**src/rtl/omx_pkg.sv**
```systemverilog
package omx_pkg;

  typedef enum logic [1:0] {
    MODE_LINEAR = 2'd0,
    MODE_OVM1   = 2'd1,
    MODE_OVM2   = 2'd2
  } modeCode_e;

  typedef enum logic [1:0] {
    TRK_CIRC = 2'd0,
    TRK_HEX  = 2'd1,
    TRK_HOLD = 2'd2
  } track_e;

  // strobes from band control to the window datapath
  typedef struct packed {
    logic load;      // capture a new decision this edge
    logic windowOn;  // a centred hexagonal window exists in this band
    logic ovm2;      // window bounded by hold angle, outside is hold
    logic sixStep;   // index at or above unity: hold everywhere
  } dpCtrl_t;

endpackage

```
**src/rtl/omx_band_ctrl.sv**
```systemverilog
module omx_band_ctrl
  import omx_pkg::*;
#(
  parameter int IDX_W      = 16,
  parameter int LIN_LIMIT  = 29721,
  parameter int OVM2_LIMIT = 31244,
  parameter int UNITY      = 32768
) (
  input  logic             clk,
  input  logic             rstN,
  input  logic             periodStart,
  input  logic [IDX_W-1:0] modIndex,
  output dpCtrl_t          ctrl,
  output modeCode_e        modeQ
);

  localparam logic [IDX_W-1:0] LinLim  = IDX_W'(LIN_LIMIT);
  localparam logic [IDX_W-1:0] Ovm2Lim = IDX_W'(OVM2_LIMIT);
  localparam logic [IDX_W-1:0] UnityV  = IDX_W'(UNITY);

  modeCode_e bandNext;
  logic      sixStepNow;

  always_comb begin
    if (modIndex < LinLim)       bandNext = MODE_LINEAR;
    else if (modIndex < Ovm2Lim) bandNext = MODE_OVM1;
    else                         bandNext = MODE_OVM2;
  end

  assign sixStepNow = (modIndex >= UnityV);

  always_comb begin
    ctrl.load     = periodStart;
    ctrl.windowOn = (bandNext != MODE_LINEAR) && !sixStepNow;
    ctrl.ovm2     = (bandNext == MODE_OVM2);
    ctrl.sixStep  = sixStepNow;
  end

  always_ff @(posedge clk or negedge rstN) begin
    if (!rstN)            modeQ <= MODE_LINEAR;
    else if (periodStart) modeQ <= bandNext;
  end

endmodule

```
**src/rtl/omx_window_dp.sv**
```systemverilog
module omx_window_dp
  import omx_pkg::*;
#(
  parameter int ANG_W = 16
) (
  input  logic             clk,
  input  logic             rstN,
  input  dpCtrl_t          ctrl,
  input  logic [ANG_W-1:0] sectorAngle,
  input  logic [ANG_W-1:0] crossAngle,
  input  logic [ANG_W-1:0] holdAngle,
  output track_e           trackQ,
  output logic             vertexQ
);

  localparam logic [ANG_W:0] SectorSpan = {1'b1, {ANG_W{1'b0}}};

  logic [ANG_W-1:0] lowerBound;
  logic [ANG_W:0]   upperBound;
  logic             inWindow;
  track_e           trackNext;
  logic             vertexNext;

  assign lowerBound = ctrl.ovm2 ? holdAngle : crossAngle;
  assign upperBound = SectorSpan - {1'b0, lowerBound};
  assign inWindow   = ctrl.windowOn && (sectorAngle >= lowerBound)
                      && ({1'b0, sectorAngle} < upperBound);

  always_comb begin
    if (ctrl.sixStep)   trackNext = TRK_HOLD;
    else if (inWindow)  trackNext = TRK_HEX;
    else if (ctrl.ovm2) trackNext = TRK_HOLD;
    else                trackNext = TRK_CIRC;
  end

  assign vertexNext = (trackNext == TRK_HOLD) && sectorAngle[ANG_W-1];

  always_ff @(posedge clk or negedge rstN) begin
    if (!rstN) begin
      trackQ  <= TRK_CIRC;
      vertexQ <= 1'b0;
    end else if (ctrl.load) begin
      trackQ  <= trackNext;
      vertexQ <= vertexNext;
    end
  end

endmodule

```
**src/rtl/omx_track_select.sv**
```systemverilog
module omx_track_select
  import omx_pkg::*;
#(
  parameter int IDX_W      = 16,
  parameter int ANG_W      = 16,
  parameter int LIN_LIMIT  = 29721,
  parameter int OVM2_LIMIT = 31244,
  parameter int UNITY      = 32768
) (
  input  logic             clk,
  input  logic             rstN,
  input  logic             periodStart,
  input  logic [IDX_W-1:0] modIndex,
  input  logic [ANG_W-1:0] sectorAngle,
  input  logic [ANG_W-1:0] crossAngle,
  input  logic [ANG_W-1:0] holdAngle,
  output logic [1:0]       trackIdx,
  output logic             holdVertex,
  output logic [1:0]       modeCode
);

  dpCtrl_t   ctrl;
  modeCode_e modeQ;
  track_e    trackQ;

  omx_band_ctrl #(
    .IDX_W(IDX_W), .LIN_LIMIT(LIN_LIMIT),
    .OVM2_LIMIT(OVM2_LIMIT), .UNITY(UNITY)
  ) u_ctrl (
    .clk(clk), .rstN(rstN), .periodStart(periodStart),
    .modIndex(modIndex), .ctrl(ctrl), .modeQ(modeQ)
  );

  omx_window_dp #(.ANG_W(ANG_W)) u_dp (
    .clk(clk), .rstN(rstN), .ctrl(ctrl),
    .sectorAngle(sectorAngle), .crossAngle(crossAngle), .holdAngle(holdAngle),
    .trackQ(trackQ), .vertexQ(holdVertex)
  );

  assign trackIdx = trackQ;
  assign modeCode = modeQ;

endmodule

```
**config.mk**
```make
export PLATFORM = sky130hd
export DESIGN_NAME = omx_track_select
export DESIGN_NICKNAME = d
export VERILOG_FILES = /design/src/rtl/omx_pkg.sv /design/src/rtl/omx_band_ctrl.sv /design/src/rtl/omx_window_dp.sv /design/src/rtl/omx_track_select.sv
export SDC_FILE = /design/constraint.sdc
export NUM_CORES = 1
export LEC_CHECK = 0
export BUFFER_PORTS_ARGS = -buffer_cell sky130_fd_sc_hd__buf_4
export CAP_MARGIN = 0
export CORE_UTILIZATION = 29
export CTS_BUF_LIST = sky130_fd_sc_hd__clkbuf_8
export CTS_CLUSTER_DIAMETER = 30
export DETAILED_ROUTE_END_ITERATION = 12
export GPL_ROUTABILITY_DRIVEN = 0
export GPL_TIMING_DRIVEN = 0
export RECOVER_POWER = 100
export SLEW_MARGIN = 40
export SYNTH_ARGS = -nofsm -noshare
export SYNTH_HDL_FRONTEND = slang
export SYNTH_HIERARCHICAL = 1
export SYNTH_SLANG_ARGS = --single-unit
```
**constraint.sdc**
```tcl
create_clock -name clk -period 1 [get_ports clk]
set_input_delay 0.2 -clock clk [delete_from_list [all_inputs] [get_ports clk]]
set_output_delay 0.2 -clock clk [all_outputs]
set_load 0.01 [all_outputs]
```
==> run_results.csv <==
group,metric,value,unit
status,outcome,"finished, violations left",
status,violated_checks,"negative setup slack",
synth,synth_compound_gate_area_share,0.192,
clock_network,cts_inserted_buffers,3,
sta,fin_setup_tns,-9770,ps
clock_network,cts_tree,"done",
final_layout,antenna_cells,0,
worst_setup_path,cp.required,1100,ps
synth,synth.area.top_cells,"ha_1, mux2i_1, dfrtp_1, nor4_4, xnor2_1",
place,dp_hpwl,3.99,mm
drt,route.final.wire_length,4.98,mm
sta,measured_slew_at_the_worst_slew_check_pin,394,ps
pwr,power_switching_share,0.359,
synth,synth-simple-area-share,0.263,
synth,synth.area.mux_share,0.109,
final_layout,finalNetCount,399,
worst_setup_path,crit_arrival,3760,ps
floorplan,die_x,78.1,um
clock_network,cts_root_buf,"clkbuf_8",
pwr,fin_total_pwr,1.71,mW
floorplan,core,5540,sq um
final_layout,n_fill_cell,547,
pwr,clkPwrFrac,0.209,
worst_setup_path,crit_type,"input pin to register",
hold_path,worst_hold_path_type,"input pin to register",
pwr,seq_power_share,0.132,
grt,number_of_antenna_violations_at_the_first_check_in_global_routing,0,
sta,rsz0062_at_grt,"yes",
floorplan,ios,72,
sta,post-route-min-period,3660,ps
synth,yosysTopAreaCellShare,0.238,
synth,synth_fp_nets,296,
synth,combined_area_of_all_synthesized_cells,1680,sq um
drt,firstDrtPassIters,4,
pwr,power.density,632,nW/um^2
pwr,comb_power_share,0.659,
grt,grt_max_degree,11,
floorplan,num_rows,27,
synth,synth.lib_cells_used.distinct,54,
final_layout,area_delta_synth_final,61.0,%
synth,syn_area_per_cell,8.52,sq um
sta,slew_viol_final,0,
synth,yosysTopAreaCell,"ha_1",
worst_setup_path,end_kind,"register",
worst_setup_path,crit_fanout,7,
clock_network,cts.htree.levels,1,
sta,timing.final.crit_share,3.66,
final_layout,final_common_cell,"buf_4",
pwr,power_report.internal_total,1.09,mW
drt,route.vias.total,1860,
floorplan,dieArea,6100,sq um
drt,drc_errors,0,
grt,via_count_of_the_first_global_routing_pass,1915,
final_layout,layout.cells.most_common_list,"buf_4, ha_1, buf_6, nor2_1, mux2i_1",
synth,synth-seq-area-share,0.0745,
place,port_buffers,71,
synth,yosys_warnings,6,
clock_network,clk_pin_slew,40,ps
synth,synth_top_family_by_area,"simple AND/OR/NAND/NOR gates",
grt,groute.usage.overall,0.176,
final_layout,drive_gt1_frac,0.428,
synth,synth_edf_count,0,
sta,clock.fmax,0.274,GHz
sta,postLayoutSetupSlackWorst,-2660,ps
synth,asyncSetResetFlopFracSynth,1.00,
grt,first_pass_grt_wire_length,8.60,mm
place,postPlaceCellArea,2330,sq um
sta,slew_headroom,0.730,
pwr,p_switching,0.613,mW
sta,hold_viol_final,0,
synth,post_synth_inst_count,197,
drt,avgRoutedWirePerCell,13.4,um
synth,synth_adder_area_share,0.238,
drt,vias_per_cell,5.01,
final_layout,layout.cell_area.non_filler,2700,sq um
clock_network,worst_skew_pair.late_latency,220,ps
synth,ys.flop_type,"dfrtp_1",
sta,timing.clock.skew,0,ps
clock_network,max-clock-path-buffers,2,
pwr,peak_ir_drop_on_the_vdd_network,311,uV
floorplan,dieHeight,78.1,um
drt,antenna_left,0,
pwr,reported_leakage_power,1.25,nW
floorplan,initial_core_util,0.303,
sta,setup_viol_count_final,5,
synth,ys_seq_elements,5,
worst_setup_path,cp-start-kind,"input pin",
place,dpl_worst_slack,-3330,ps
grt,total_gr_overflow,0,
drt,drt_first_iter_violations,80,
synth,synth_xor_area_frac,0.0678,
clock_network,numClockSinks,5,
run,drv.max_cap_violation_count,0,
-- through the flow --
stage                     hold slack (ps)  instances   util
after floorplan                     -95.6        197      -
after global routing                  264        371  0.488
after CTS                             264        377  0.498
after detailed placement             5.49        340  0.420
final                                 271        371  0.488
after global placement               3.72        340  0.420
-- critical path: stages --
cell and delay [ps]:
buf_6 100, nor4_4 300, a21oi_2 100, a21o_1 180, buf_6 140, buf_12 120
buf_12 120, mux2i_4 200, ha_4 180, o21ai_4 70, nor3_4 300, o21ai_2 120
xor2_1 180, ha_1 300, a211o_1 260, o211ai_1 80, a21oi_1 90, a211o_1 280
a211o_1 280, o221a_2 130
-- metal layers --
metal  track usage  vias to the layer above  wire, um
met5             0                        -         0
met4        0.0481                        0        63
met3        0.0105                        6       198
met2         0.337                       44      2630
met1         0.209                      847      2080
li1              -                      963         -
-- cell usage after synthesis (5+ instances only) --
library cell	count
nand2_1	11
xor2_1	6
a21o_1	5
nor2_1	14
o21ai_0	6
nand4_1	6
inv_1	7
dfrtp_1	5
ha_1	32
xnor2_1	7
mux2i_1	14
-- repair_timing --
item	CTS	global route
setup buffers	34	3
endpoints found under the hold margin	5	0
pin swaps	16	9
hold buffers	1	0
gates resized for setup	28	2
setup endpoints to repair	4	5
-- area by class of cell --
| cell class | count | area [sq um] | share of cell area |
|---|---|---|---|
| plain buffers | 7 | 81.3 | 0.0301 |
| flip-flops and latches | 5 | 125 | 0.0463 |
| clock buffers | 3 | 41.3 | 0.0153 |
| repair buffers | 99 | 779 | 0.288 |
| well taps | 72 | 90.1 | 0.0333 |
| multi-input cells | 175 | 1550 | 0.573 |
| clock inverters | 1 | 3.75 | 0.00139 |
| inverters | 9 | 33.8 | 0.0125 |
-- sequential cells by signal, summed over array words and instances, names as in the netlist --
register,cells
u_ctrl/modeQ,2
u_dp/trackQ,2
u_dp/vertexQ,1
-- worst paths after layout --
path | start | endpoint | slack, ps | cells after the start
min reg2reg | u_ctrl/modeQ[1] | u_ctrl/modeQ[1] | 520 | 1
max | modIndex[8] | u_dp/trackQ[1] | -2660 | 20
max reg2reg | u_dp/vertexQ | u_dp/vertexQ | 110 | 4
min in group asynchronous | rstN | u_ctrl/modeQ[0] | 360 | 2
min | periodStart | u_ctrl/modeQ[1] | 270 | 2
max in group asynchronous | rstN | u_dp/vertexQ | 440 | 2
-- cell families after synthesis --
family                   Yosys count
adder cells (fa/ha/maj)           32
buffers and inverters             17
AO/OA/AOI/OAI                     46
multiplexers                      17
flip-flops                         5
XOR/XNOR                          13
AND/OR/NAND/NOR                   67
-- power groups by stage --
stage	Clock (mW)	Combinational [mW]	Sequential (mW)
6_report	0.357	1.12	0.226
2_1_floorplan	0	0.543	0.234
3_3_place_gp	0	0.949	0.228
4_1_cts	0.371	1.15	0.226
3_5_place_dp	0	0.960	0.228
5_1_grt	0.389	1.26	0.227
No activity file was read; power rests on OpenSTA's default activity.
